$ cat src/rtl/sts_pkg.sv
package sts_pkg;

  typedef enum logic [1:0] {
    MODE_LEVEL = 2'd0,
    MODE_ERASE = 2'd1,
    MODE_WRITE = 2'd2,
    MODE_ALL   = 2'd3
  } sts_mode_e;

  localparam int OP_COUNT      = 5;
  localparam int OP_BLK_ERASE  = 0;
  localparam int OP_CHIP_ERASE = 1;
  localparam int OP_LOCK_CLR   = 2;
  localparam int OP_BYTE_WR    = 3;
  localparam int OP_LOCK_SET   = 4;

  localparam logic [OP_COUNT-1:0] ERASE_SET =
    (OP_COUNT'(1) << OP_BLK_ERASE) | (OP_COUNT'(1) << OP_CHIP_ERASE) |
    (OP_COUNT'(1) << OP_LOCK_CLR);
  localparam logic [OP_COUNT-1:0] WRITE_SET =
    (OP_COUNT'(1) << OP_BYTE_WR) | (OP_COUNT'(1) << OP_LOCK_SET);

  function automatic logic [OP_COUNT-1:0] op_mask(sts_mode_e m);
    case (m)
      MODE_ERASE: return ERASE_SET;
      MODE_WRITE: return WRITE_SET;
      MODE_ALL:   return ERASE_SET | WRITE_SET;
      default:    return '0;
    endcase
  endfunction

endpackage

$ cat src/rtl/sts_mode_reg.sv
module sts_mode_reg
  import sts_pkg::*;
#(
  parameter int CODE_W = 8
) (
  input  logic              clk,
  input  logic              rst,
  input  logic              force_dflt,
  input  logic              cfg_valid,
  input  logic [CODE_W-1:0] cfg_code,
  output sts_mode_e         mode_q
);
  logic code_ok;

  // Only codes 0..3 are legal; every upper bit must be zero.
  assign code_ok = (cfg_code[CODE_W-1:2] == '0);

  always_ff @(posedge clk) begin
    if (rst || force_dflt) begin
      mode_q <= MODE_LEVEL;
    end else if (cfg_valid && code_ok) begin
      mode_q <= sts_mode_e'(cfg_code[1:0]);
    end
  end
endmodule

$ cat src/rtl/sts_event_sel.sv
module sts_event_sel
  import sts_pkg::*;
(
  input  sts_mode_e            mode,
  input  logic [OP_COUNT-1:0]  done_vec,
  output logic                 hit
);
  logic [OP_COUNT-1:0] mask;
  logic [OP_COUNT-1:0] sel;

  assign mask = op_mask(mode);

  for (genvar i = 0; i < OP_COUNT; i++) begin : g_op
    assign sel[i] = done_vec[i] & mask[i];
  end

  assign hit = |sel;
endmodule

$ cat src/rtl/sts_pulse_timer.sv
module sts_pulse_timer #(
  parameter int PULSE_LEN = 4
) (
  input  logic clk,
  input  logic rst,
  input  logic clr,
  input  logic trig,
  output logic active
);
  localparam int CNT_W = $clog2(PULSE_LEN + 1);
  localparam logic [CNT_W-1:0] LOAD = CNT_W'(PULSE_LEN - 1);

  logic [CNT_W-1:0] cnt;

  always_ff @(posedge clk) begin
    if (rst || clr) begin
      active <= 1'b0;
      cnt    <= '0;
    end else if (trig) begin
      active <= 1'b1;
      cnt    <= LOAD;
    end else if (active) begin
      if (cnt == '0) begin
        active <= 1'b0;
      end else begin
        cnt <= cnt - 1'b1;
      end
    end
  end
endmodule

$ cat src/rtl/sts_out_stage.sv
module sts_out_stage
  import sts_pkg::*;
(
  input  logic      clk,
  input  logic      rst,
  input  sts_mode_e mode,
  input  logic      busy,
  input  logic      pulse_act,
  output logic      oe_q
);
  always_ff @(posedge clk) begin
    if (rst) begin
      oe_q <= 1'b0;
    end else if (mode == MODE_LEVEL) begin
      oe_q <= busy;
    end else begin
      oe_q <= pulse_act;
    end
  end
endmodule

$ cat src/rtl/sts_ctrl.sv
module sts_ctrl
  import sts_pkg::*;
#(
  parameter int CODE_W    = 8,
  parameter int PULSE_LEN = 4
) (
  input  logic              clk,
  input  logic              rst,
  input  logic              dev_rst_n,
  input  logic              pwr_dn,
  input  logic              cfg_valid,
  input  logic [CODE_W-1:0] cfg_code,
  input  logic              busy,
  input  logic              done_blk_erase,
  input  logic              done_chip_erase,
  input  logic              done_lock_clr,
  input  logic              done_byte_wr,
  input  logic              done_lock_set,
  output logic              sts_oe
);
  sts_mode_e           mode_q;
  logic                force_dflt;
  logic [OP_COUNT-1:0] done_vec;
  logic                done_hit;
  logic                pulse_act;
  logic                timer_clr;

  assign force_dflt = !dev_rst_n || pwr_dn;
  assign timer_clr  = force_dflt || (mode_q == MODE_LEVEL);

  always_comb begin
    done_vec                = '0;
    done_vec[OP_BLK_ERASE]  = done_blk_erase;
    done_vec[OP_CHIP_ERASE] = done_chip_erase;
    done_vec[OP_LOCK_CLR]   = done_lock_clr;
    done_vec[OP_BYTE_WR]    = done_byte_wr;
    done_vec[OP_LOCK_SET]   = done_lock_set;
  end

  sts_mode_reg #(.CODE_W(CODE_W)) u_mode (
    .clk       (clk),
    .rst       (rst),
    .force_dflt(force_dflt),
    .cfg_valid (cfg_valid),
    .cfg_code  (cfg_code),
    .mode_q    (mode_q)
  );

  sts_event_sel u_sel (
    .mode    (mode_q),
    .done_vec(done_vec),
    .hit     (done_hit)
  );

  sts_pulse_timer #(.PULSE_LEN(PULSE_LEN)) u_timer (
    .clk   (clk),
    .rst   (rst),
    .clr   (timer_clr),
    .trig  (done_hit),
    .active(pulse_act)
  );

  sts_out_stage u_out (
    .clk      (clk),
    .rst      (rst),
    .mode     (mode_q),
    .busy     (busy),
    .pulse_act(pulse_act),
    .oe_q     (sts_oe)
  );
endmodule

$ cat config.mk
export PLATFORM = sky130hd
export DESIGN_NAME = sts_ctrl
export DESIGN_NICKNAME = d
export VERILOG_FILES = /design/src/rtl/sts_pkg.sv /design/src/rtl/sts_mode_reg.sv /design/src/rtl/sts_event_sel.sv /design/src/rtl/sts_pulse_timer.sv /design/src/rtl/sts_out_stage.sv /design/src/rtl/sts_ctrl.sv
export SDC_FILE = /design/constraint.sdc
export NUM_CORES = 1
export LEC_CHECK = 0
export ABC_AREA = 0
export BUFFER_PORTS_ARGS = -buffer_cell sky130_fd_sc_hd__buf_4
export CORE_AREA = 5 5 42 44
export CTS_CLUSTER_DIAMETER = 60
export DETAILED_ROUTE_END_ITERATION = 12
export DIE_AREA = 0 0 47 49
export GPL_TIMING_DRIVEN = 1
export PLACE_DENSITY = 0.66
export SLEW_MARGIN = 20
export SYNTH_ARGS = -nofsm -noshare
export SYNTH_HDL_FRONTEND = slang
export SYNTH_SLANG_ARGS = --single-unit
export TNS_END_PERCENT = 10
$ cat constraint.sdc
create_clock -name clk -period 1.6 [get_ports clk]
set_clock_uncertainty 0.15 [all_clocks]
set_input_delay 0.4 -clock clk [delete_from_list [all_inputs] [get_ports clk]]
set_output_delay 0.4 -clock clk [all_outputs]
set_load 0.05 [all_outputs]
Word-level counts from Yosys, hierarchy flattened --
Index checks and enable logic that the tools add are counted.
Storage, ports and cells: flip-flop bits (word level) 7, input port bits 19, output and inout port bits 1, logic and storage cells 38
Operators by class: add/subtract/negate cells 1, eq/ne operators 4, mux-type cells 8, bitwise operators 6, reductions and logical operators 14
Operator list (count):
- case mux 5 bit (3 select lines) | 1
- zero test 6 bit | 1
- 2-to-1 mux 2 bit | 3
- OR reduction 6 bit | 1
- AND 1 bit | 5
- OR reduction 5 bit | 1
- equality test 2 bit, second input constant | 2
- logical OR 1 bit | 4
- 2-to-1 mux 1 bit | 4
- AND reduction 2 bit | 2
- zero test 3 bit | 1
- subtractor 3 x 1 -> 3 bit, second input constant | 1
- equality test 2 x 1 -> 1 bit, second input constant | 1
- zero test 2 bit | 1
- inequality test 2 bit, second input constant | 1
- nonzero test 2 bit | 1
- logical AND 1 bit | 1
- zero test 1 bit | 1
- NOT 1 bit | 1

Depth between registers and ports, before layout --
Gate-level depths: netlist (run 1).
depth after elaboration 6, gate-level depth with buffers 5, gate-level depth less buffers 5

By module --
From an unflattened synthesis (run 1), not the netlist that was laid out.
Second synthesis, totals: cell total of the unflattened synthesis 42, area, all modules 400.4 µm²
Modules (own cells, without submodules):
- sts_pulse_timer | times used 1, cells an instance 21, area an instance 221.5 µm², sequential area each 80.1 µm²
- sts_mode_reg | times used 1, cells an instance 12, area an instance 102.6 µm², sequential area each 40.0 µm²
- sts_out_stage | times used 1, cells an instance 4, area an instance 38.8 µm², sequential area each 20.0 µm²
- sts_ctrl | times used 1, cells an instance 2, area an instance 21.3 µm², sequential area each 0.0 µm²
- sts_event_sel | times used 1, cells an instance 3, area an instance 16.3 µm², sequential area each 0.0 µm²

Least setup slack after synthesis (run 1) --
OpenSTA, ideal clock, no wires.
path type input-to-reg, from input pwr_dn, to register u_timer.cnt[2], setup time 0.072 ns, data arrival time 1.198 ns, data required time 1.378 ns, path slack 0.179 ns, stages 3, buffers on the path 0, cells stage by stage or3b_4 -> or2_4 -> nor3b_2
On the way: longest elaborated chain between the ends 4
RTL lines:
- start: declaration | line sts_ctrl.sv:10 | input logic pwr_dn,
- logical OR 1 bit | line sts_ctrl.sv:28 | assign force_dflt = !dev_rst_n || pwr_dn;
- logical OR 1 bit | line sts_ctrl.sv:29 | assign timer_clr = force_dflt || (mode_q == MODE_LEVEL);
- logical OR 1 bit | line sts_pulse_timer.sv:16 | if (rst || clr) begin
- OR reduction 6 bit (no line)
- end signal: assignment | line sts_pulse_timer.sv:26 | cnt <= cnt - 1'b1;
- end: declaration | line sts_pulse_timer.sv:13 | logic [CNT_W-1:0] cnt;
Every way passes these cells. A chain may end at the register's enable or synchronous reset.

Worst setup path in the final report (run 1) --
from register u_timer.cnt[0], to register u_timer.cnt[0]
On the way: longest elaborated chain between the ends 4, elaborated cells between the ends (all ways) 7, those cells by class 1 x add/sub; 1 x eq/ne; 3 x mux; 2 x reduce/logical
RTL lines:
- subtractor 3 x 1 -> 3 bit | line sts_pulse_timer.sv:26
- 2-to-1 mux 2 bit | line sts_pulse_timer.sv:23 | if (cnt == '0) begin
- 2-to-1 mux 2 bit | line sts_pulse_timer.sv:22 | end else if (active) begin
- 2-to-1 mux 2 bit | line sts_pulse_timer.sv:19 | end else if (trig) begin
Several ways; a longest one is shown, not always the timed one. The select of a mux whose other input is x is not followed.

==> flow_summary.ini, run 1 <==
[die]
row_count = 14
core_area_um2 = 1401
starting_density_of_the_core_pct = 26.79
die-area_um2 = 2303
die_width_um = 47
die_ht_um = 49
io_pins = 20

[routing]
firstDrtPassIters = 2
drt_first_iter_violations = 3
wire_per_inst_um = 10.80
vias_per_cell = 4.843
antenna_left = 0
drcViolationCount = 0
dr_total_vias = 402
wirelength_um = 896

[timing]
finalHoldWorstSlack_ns = 0.1463
final.min_clock_period_ns = 1.463
hold_viol = 0
max_slew.worst_pin.slew_ns = 0.3942
final.period_utilization_pct = 91.43
report.final.slew_viol_count = 0
max_clk_rate_ghz = 0.6836
setup_viol_count_final = 0
rsz0062_at_grt = no
final.setup.tns_ns = 0
relSlewSlack_pct = 73.35

[global_route]
grt_antenna_before_repair = 0
global_route_wire_length_before_repair_mm = 1.504
first_global_vias = 405
grt_overflow = 0
grt_max_degree = 6
global_route.usage.total_pct = 9.181

[placement]
placedInstanceArea_um2 = 538.0
dp_hpwl_um = 761.5
io_buffer_count = 19
place.gp.congestion = 0.6693

[critical_path]
timing.critical_path.fanout_max = 5
cp-end-kind = flop
timing.critical_path.slowest_cell_delay_ns = 0.34
arrival_ns = 1.50
worstReg2RegEnd = u_timer.cnt[0]$_SDFFE_PP0P_
reg2reg_setup_slack_ns = 0.14
timing.critical_path.cells = inv_1 > ha_1 > nor2b_1 > or3_1 > a31oi_1
worst-endpoint-required_ns = 1.64
worstRegToRegCells = 5
worst_setup_path_start_kind = flop
critPathSlowestCell = sky130_fd_sc_hd__dfxtp_1
worstSetupPathType = flop to flop
crit-reg2reg-launch = u_timer.cnt[0]$_SDFFE_PP0P_

[cts]
clk_path_buf_depth = 2
clk_transition_reported_paths_ns = 0.06
cts_repair_resize_count = 0
clock-sinks = 7
tritoncts = yes
deepest_level_of_the_cts_h_tree = 1
insertion_delay_ns = 0.26
cts_hold_buf = 0
cts-buffers-inserted = 3
cts_post_setup_buffers_inserted = 0
cts-root-buf = sky130_fd_sc_hd__clkbuf_4

[finish]
insertedDiodeCount = 0
area_growth_syn_to_layout_pct = 50.33
net_count_final = 89
design_area_final_um2 = 564.3
final_core_util_pct = 40.27
post_route_cells_drive_above_1_share_pct = 37.31

[synth]
synth_cell_type_count = 22
syn_area_um2 = 375.4
netlist_instances = 44
yosysWarnings = 0
ys_seq_elements = 7
yosysSeqAreaShare_pct = 37.33
synth_fp_nets = 65
syn_area_per_cell_um2 = 8.531

[power]
pwr_density_cell_nw_per_um2 = 700.0
static-leakage-power_uw = 0.0002202
ir_drop_v = 0.0003668

[worst_hold_path]
worst_hold_path_cells = 2
worst_hold_path_type = primary input to flop
timing.hold.worst_endpoint = u_out.oe_q$_SDFF_PP0_
hold_sp = rst

[run_status]
outcome = completed

[run]
max_cap_viol_count = 0
critical path: cells and delay by family, from the launching register on:
family | cells | cell delay, ns
buf+inv | 1 | 0.07
flops | 1 | 0.34
compound gates | 1 | 0.16
simple gates | 2 | 0.47
fa+ha+maj | 1 | 0.20
where the power goes:
| group | total, µW | switching (µW) | internal [µW] | leakage [µW] |
|---|---|---|---|---|
| registers | 176 | 0.323 | 176 | 0.0000566 |
| logic | 49.0 | 15.6 | 33.4 | 0.000149 |
| clock network | 170 | 74.3 | 95.8 | 0.0000150 |
| total | 395 | 90.2 | 305 | 0.000220 |
cell families after synthesis:
kind of cell | count (synthesis) | synth area share, %
AO/OA/AOI/OAI | 13 | 18.66
adder cells (fa/ha/maj) | 2 | 6.666
AND/OR/NAND/NOR | 18 | 31.67
flip-flops | 7 | 37.33
multiplexers | 1 | 2.667
buffers and inverters | 3 | 3.000
cell usage in the layout (no fill, tap or decap):
| cell | netlist | routed |
|---|---|---|
| sky130_fd_sc_hd__buf_4 | 0 | 19 |
| sky130_fd_sc_hd__dfxtp_1 | 7 | 7 |
| sky130_fd_sc_hd__a21oi_1 | 4 | 4 |
| sky130_fd_sc_hd__inv_1 | 3 | 3 |
| sky130_fd_sc_hd__or3_1 | 3 | 3 |
| sky130_fd_sc_hd__o21ai_1 | 3 | 3 |
| sky130_fd_sc_hd__o21ai_0 | 3 | 3 |
| sky130_fd_sc_hd__clkbuf_4 | 0 | 3 |
| sky130_fd_sc_hd__nand3_1 | 2 | 2 |
| sky130_fd_sc_hd__nor2_1 | 2 | 2 |
| sky130_fd_sc_hd__nand2_1 | 2 | 2 |
| sky130_fd_sc_hd__a31oi_1 | 2 | 2 |
| sky130_fd_sc_hd__ha_1 | 2 | 2 |
| sky130_fd_sc_hd__nor4b_1 | 1 | 1 |
| sky130_fd_sc_hd__nor3_1 | 1 | 1 |
| sky130_fd_sc_hd__or4b_1 | 1 | 1 |
| sky130_fd_sc_hd__or3b_4 | 1 | 1 |
| sky130_fd_sc_hd__o31ai_1 | 1 | 1 |
| sky130_fd_sc_hd__and2_1 | 1 | 1 |
| sky130_fd_sc_hd__nor2b_1 | 1 | 1 |
| sky130_fd_sc_hd__or2_4 | 1 | 1 |
| sky130_fd_sc_hd__mux2i_1 | 1 | 1 |
| sky130_fd_sc_hd__nor3b_2 | 1 | 1 |
| sky130_fd_sc_hd__nand2b_1 | 1 | 1 |
| sky130_fd_sc_hd__clkbuf_1 | 0 | 1 |
metal layers:
metal	share of wire (%)	up-vias	global-route usage [%]
met1	38	181	9.534
met4	2.3	0	5.530
met3	8.6	2	4.797
met2	51	15	14.03
met5	0	-	0
li1	-	204	-
how the worst max path moves through the flow:
| stage | to | slack (ns) | from |
|---|---|---|---|
| 2_1_floorplan | u_timer.cnt[2]$_SDFFE_PP0P_ | 0.18 | pwr_dn |
| 3_3_place_gp | u_timer.cnt[2]$_SDFFE_PP0P_ | 0.03 | pwr_dn |
| 3_5_place_dp | u_timer.cnt[2]$_SDFFE_PP0P_ | 0.03 | pwr_dn |
| 4_1_cts | u_timer.cnt[0]$_SDFFE_PP0P_ | 0.13 | u_timer.cnt[0]$_SDFFE_PP0P_ |
| 5_1_grt | u_timer.cnt[1]$_SDFFE_PP0P_ | 0.04 | u_timer.cnt[0]$_SDFFE_PP0P_ |
| 6_report | u_timer.cnt[0]$_SDFFE_PP0P_ | 0.14 | u_timer.cnt[0]$_SDFFE_PP0P_ |
area by class of cell:
class | count | area [µm²]
well taps | 16 | 20.02
flip-flops and latches | 7 | 140.1
fillers | 169 | 837.1
multi-input cells | 34 | 224.0
clock buffers | 4 | 26.28
inverters | 3 | 11.26
repair buffers | 19 | 142.6
synthesized netlist by cell type:
cell | n | area share [%]
sky130_fd_sc_hd__a21oi_1 | 4 | 5.3
sky130_fd_sc_hd__a31oi_1 | 2 | 3.3
sky130_fd_sc_hd__and2_1 | 1 | 1.7
sky130_fd_sc_hd__dfxtp_1 | 7 | 37
sky130_fd_sc_hd__ha_1 | 2 | 6.7
sky130_fd_sc_hd__inv_1 | 3 | 3.0
sky130_fd_sc_hd__mux2i_1 | 1 | 2.7
sky130_fd_sc_hd__nand2_1 | 2 | 2.0
sky130_fd_sc_hd__nand2b_1 | 1 | 1.7
sky130_fd_sc_hd__nand3_1 | 2 | 2.7
sky130_fd_sc_hd__nor2_1 | 2 | 2.0
sky130_fd_sc_hd__nor2b_1 | 1 | 1.7
sky130_fd_sc_hd__nor3_1 | 1 | 1.3
sky130_fd_sc_hd__nor3b_2 | 1 | 3.3
sky130_fd_sc_hd__nor4b_1 | 1 | 2.3
sky130_fd_sc_hd__o21ai_0 | 3 | 4.0
sky130_fd_sc_hd__o21ai_1 | 3 | 4.0
sky130_fd_sc_hd__o31ai_1 | 1 | 2.0
sky130_fd_sc_hd__or2_4 | 1 | 2.3
sky130_fd_sc_hd__or3_1 | 3 | 5.0
sky130_fd_sc_hd__or3b_4 | 1 | 3.0
sky130_fd_sc_hd__or4b_1 | 1 | 2.7
sequential cells by signal, summed over array words and instances (netlist names):
name / count
u_timer.cnt: 3
u_mode.mode_q: 2
u_out.oe_q: 1
u_timer.active: 1
stage by stage:
stage	power, µW	std cells	setup WS [ns]
finish	395.0	83	0.1372
global route	413.7	83	0.03884
CTS	394.3	83	0.1275
detailed placement	229.3	79	0.03460
global placement	228.4	79	0.03077
floorplan	191.6	44	0.1791
(Power assumes the default switching activity.)
==> run 2: changes to the inputs <==
ABC_AREA = 1   (was 0)
CORE_AREA = unset   (was 5 5 42 44)
CORE_MARGIN = 3   (was unset)
CORE_UTILIZATION = 35   (was unset)
DIE_AREA = unset   (was 0 0 47 49)
PLACE_DENSITY = 0.73   (was 0.66)
SYNTH_HIERARCHICAL = 1   (was unset)
==> run 2 against run 1 <==
  * Sequential cell count is the same
  * Hold slack gained 0.12 ns
  * Area after synthesis grew 25%
  * Critical path depth shrank 4
  * Combinational power grew 23%
  * Synthesized cell count grew 82%
  * Fmax grew 14%
  * First-iteration DRC count grew to 3.0 times the previous value
  * Non-clock buffer count is the same
==> flow_summary.ini, run 2 <==
[synth]
yosysWarnings = 6
postSynth.topFlopCell = sky130_fd_sc_hd__dfxtp_1
synth_fp_nets = 101
syn_area_um2 = 469.2
synth-edff-count = 0
yosysSeqAreaShare_pct = 29.87
syn_area_per_cell_um2 = 5.865
asyncSetResetFlopFracSynth_pct = 0
ys_top_cells_by_area = sky130_fd_sc_hd__dfxtp_1 (30%), sky130_fd_sc_hd__inv_1 (16%), sky130_fd_sc_hd__nand2_1 (16%)
synth.top_cells.by_count = sky130_fd_sc_hd__inv_1 (20), sky130_fd_sc_hd__nand2_1 (20), sky130_fd_sc_hd__nor2_1 (15)
netlist_instances = 80
synth_cell_type_count = 15
ys_seq_elements = 7
share_of_the_synthesized_area_in_the_top_cell_type_pct = 29.87
synth_largest_area_cell = sky130_fd_sc_hd__dfxtp_1

[die]
die-area_um2 = 1816
row_count = 12
die_ht_um = 42.62
die_width_um = 42.62
starting_density_of_the_core_pct = 39.56
core_area_um2 = 1186
io_pins = 20

[routing]
wire_per_inst_um = 7.769
firstDrtPassIters = 4
drcViolationCount = 0
drt_first_iter_violations = 9
wirelength_um = 909
dr_total_vias = 497
vias_per_cell = 4.248
antenna_left = 0

[run]
max_cap_viol_count = 0

[power]
static-leakage-power_uw = 0.0003457
ir_drop_v = 0.0002857
pwr_density_cell_nw_per_um2 = 601.2

[worst_hold_path]
worst_hold_path_type = primary input to flop

[critical_path]
worst_setup_path_start_kind = flop
worstSetupPathType = flop to output port
worst_path_dominant_cell_family = flip-flops
timing.critical_path.slowest_cell_delay_ns = 0.30
critPathBufInv = 1
arrival_ns = 0.73
worst-endpoint-required_ns = 1.05
cp-end-kind = output port
timing.critical_path.fanout_max = 1
timing.critical_path.cells = buf_4
critPathSlowestCell = sky130_fd_sc_hd__dfxtp_1

[timing]
final.setup.tns_ns = 0
rsz0062_at_grt = no
max_clk_rate_ghz = 0.7788
final.period_utilization_pct = 80.25
max_slew.worst_pin.slew_ns = 0.1807
final.min_clock_period_ns = 1.284
relSlewSlack_pct = 87.84
report.final.slew_viol_count = 0
setup_viol_count_final = 0
hold_viol = 0

[placement]
io_buffer_count = 19
dp_hpwl_um = 797.2
place.gp.congestion = 0.7138
place_inst = 113

[cts]
cts-buffers-inserted = 3
deepest_level_of_the_cts_h_tree = 1
clk_transition_reported_paths_ns = 0.05
cts_repair_resize_count = 0
clk_path_buf_depth = 2
cts_hold_buf = 0
tritoncts = yes
cts_post_setup_buffers_inserted = 0
clock-sinks = 7
cts-root-buf = sky130_fd_sc_hd__clkbuf_4
insertion_delay_ns = 0.25

[global_route]
global_route.usage.total_pct = 11.44
first_global_vias = 440
global_route_wire_length_before_repair_mm = 1.614
grt_max_degree = 6
grt_overflow = 0
grt_antenna_before_repair = 0

[finish]
final_core_util_pct = 55.27
reg.largest.list = u_timer/cnt: 3 flops, u_mode/mode_q: 2 flops
post_route_cells_drive_above_1_share_pct = 25.24
net_count_final = 125
insertedDiodeCount = 0
largest_reg_flops = 3
largest-register = u_timer/cnt
layout.cells.non_filler = 117
leading_cell_types_in_the_layout_fill_and_taps_excluded = sky130_fd_sc_hd__inv_1 (20), sky130_fd_sc_hd__nand2_1 (20), sky130_fd_sc_hd__buf_4 (19)
area_growth_syn_to_layout_pct = 39.73

[run_status]
outcome = completed
-- run 2: cell types whose count changed after synthesis, moves of 3 or more --
cell                      previous run  this run
sky130_fd_sc_hd__inv_1               3        20
sky130_fd_sc_hd__nand2_1             2        20
sky130_fd_sc_hd__nor2_1              2        15
sky130_fd_sc_hd__nor2_2              0         3
sky130_fd_sc_hd__o21ai_1             3         0
sky130_fd_sc_hd__or3_1               3         0
-- run 2: path summary, 6_finish.rpt --
path                            endpoint                        start  depth (start not counted)  slack, ns
min reg2reg  u_timer/cnt[1]$_SDFFE_PP0P_  u_timer/cnt[1]$_SDFFE_PP0P_                          2       0.31
min                u_out/oe_q$_SDFF_PP0_                          rst                          4       0.27
max                               sts_oe        u_out/oe_q$_SDFF_PP0_                          1       0.32
max reg2reg  u_timer/cnt[0]$_SDFFE_PP0P_  u_timer/cnt[0]$_SDFFE_PP0P_                          6       0.33
-- run 2: layer usage --
layer	up-vias	global-route usage (%)	wire [µm]
li1	284	-	-
met1	195	13.27	393
met2	18	19.45	443
met3	0	2.575	71
met4	0	5.590	0
met5	-	0	0
-- run 2: power by group --
| group | switching (µW) | internal [µW] |
|---|---|---|
| logic | 23.5 | 36.7 |
| registers | 0.401 | 176 |
| clock network | 62.7 | 95.0 |
-- run 2: logic make-up after synthesis --
kind of cell | after synthesis | synth area share, %
buffers and inverters | 20 | 16.00
AOI/OAI and AO/OA | 6 | 7.734
and+or+nand+nor | 45 | 41.07
adders and majority gates | 2 | 5.332
DFF | 7 | 29.87
-- run 2: metrics by stage --
step | hold slack [ns] | worst slack [ns] | total power [µW] | area [µm²]
after floorplan | 0.2899 | 0.3210 | 201.5 | 469.2
after global placement | 0.3087 | 0.1459 | 239.5 | 629.4
after detailed placement | 0.3077 | 0.09991 | 240.6 | 629.4
after CTS | 0.2666 | 0.3114 | 398.4 | 655.6
after global routing | 0.2785 | 0.2016 | 418.6 | 655.6
final | 0.2687 | 0.3160 | 394.2 | 655.6
-- run 2: layout make-up --
| class | instances | area, µm² |
|---|---|---|
| multi-input cells | 53 | 254.0 |
| inverters | 20 | 75.07 |
| clock buffers | 4 | 26.28 |
| flip-flops and latches | 7 | 140.1 |
| well taps | 14 | 17.52 |
| repair buffers | 19 | 142.6 |
| fillers | 121 | 530.5 |
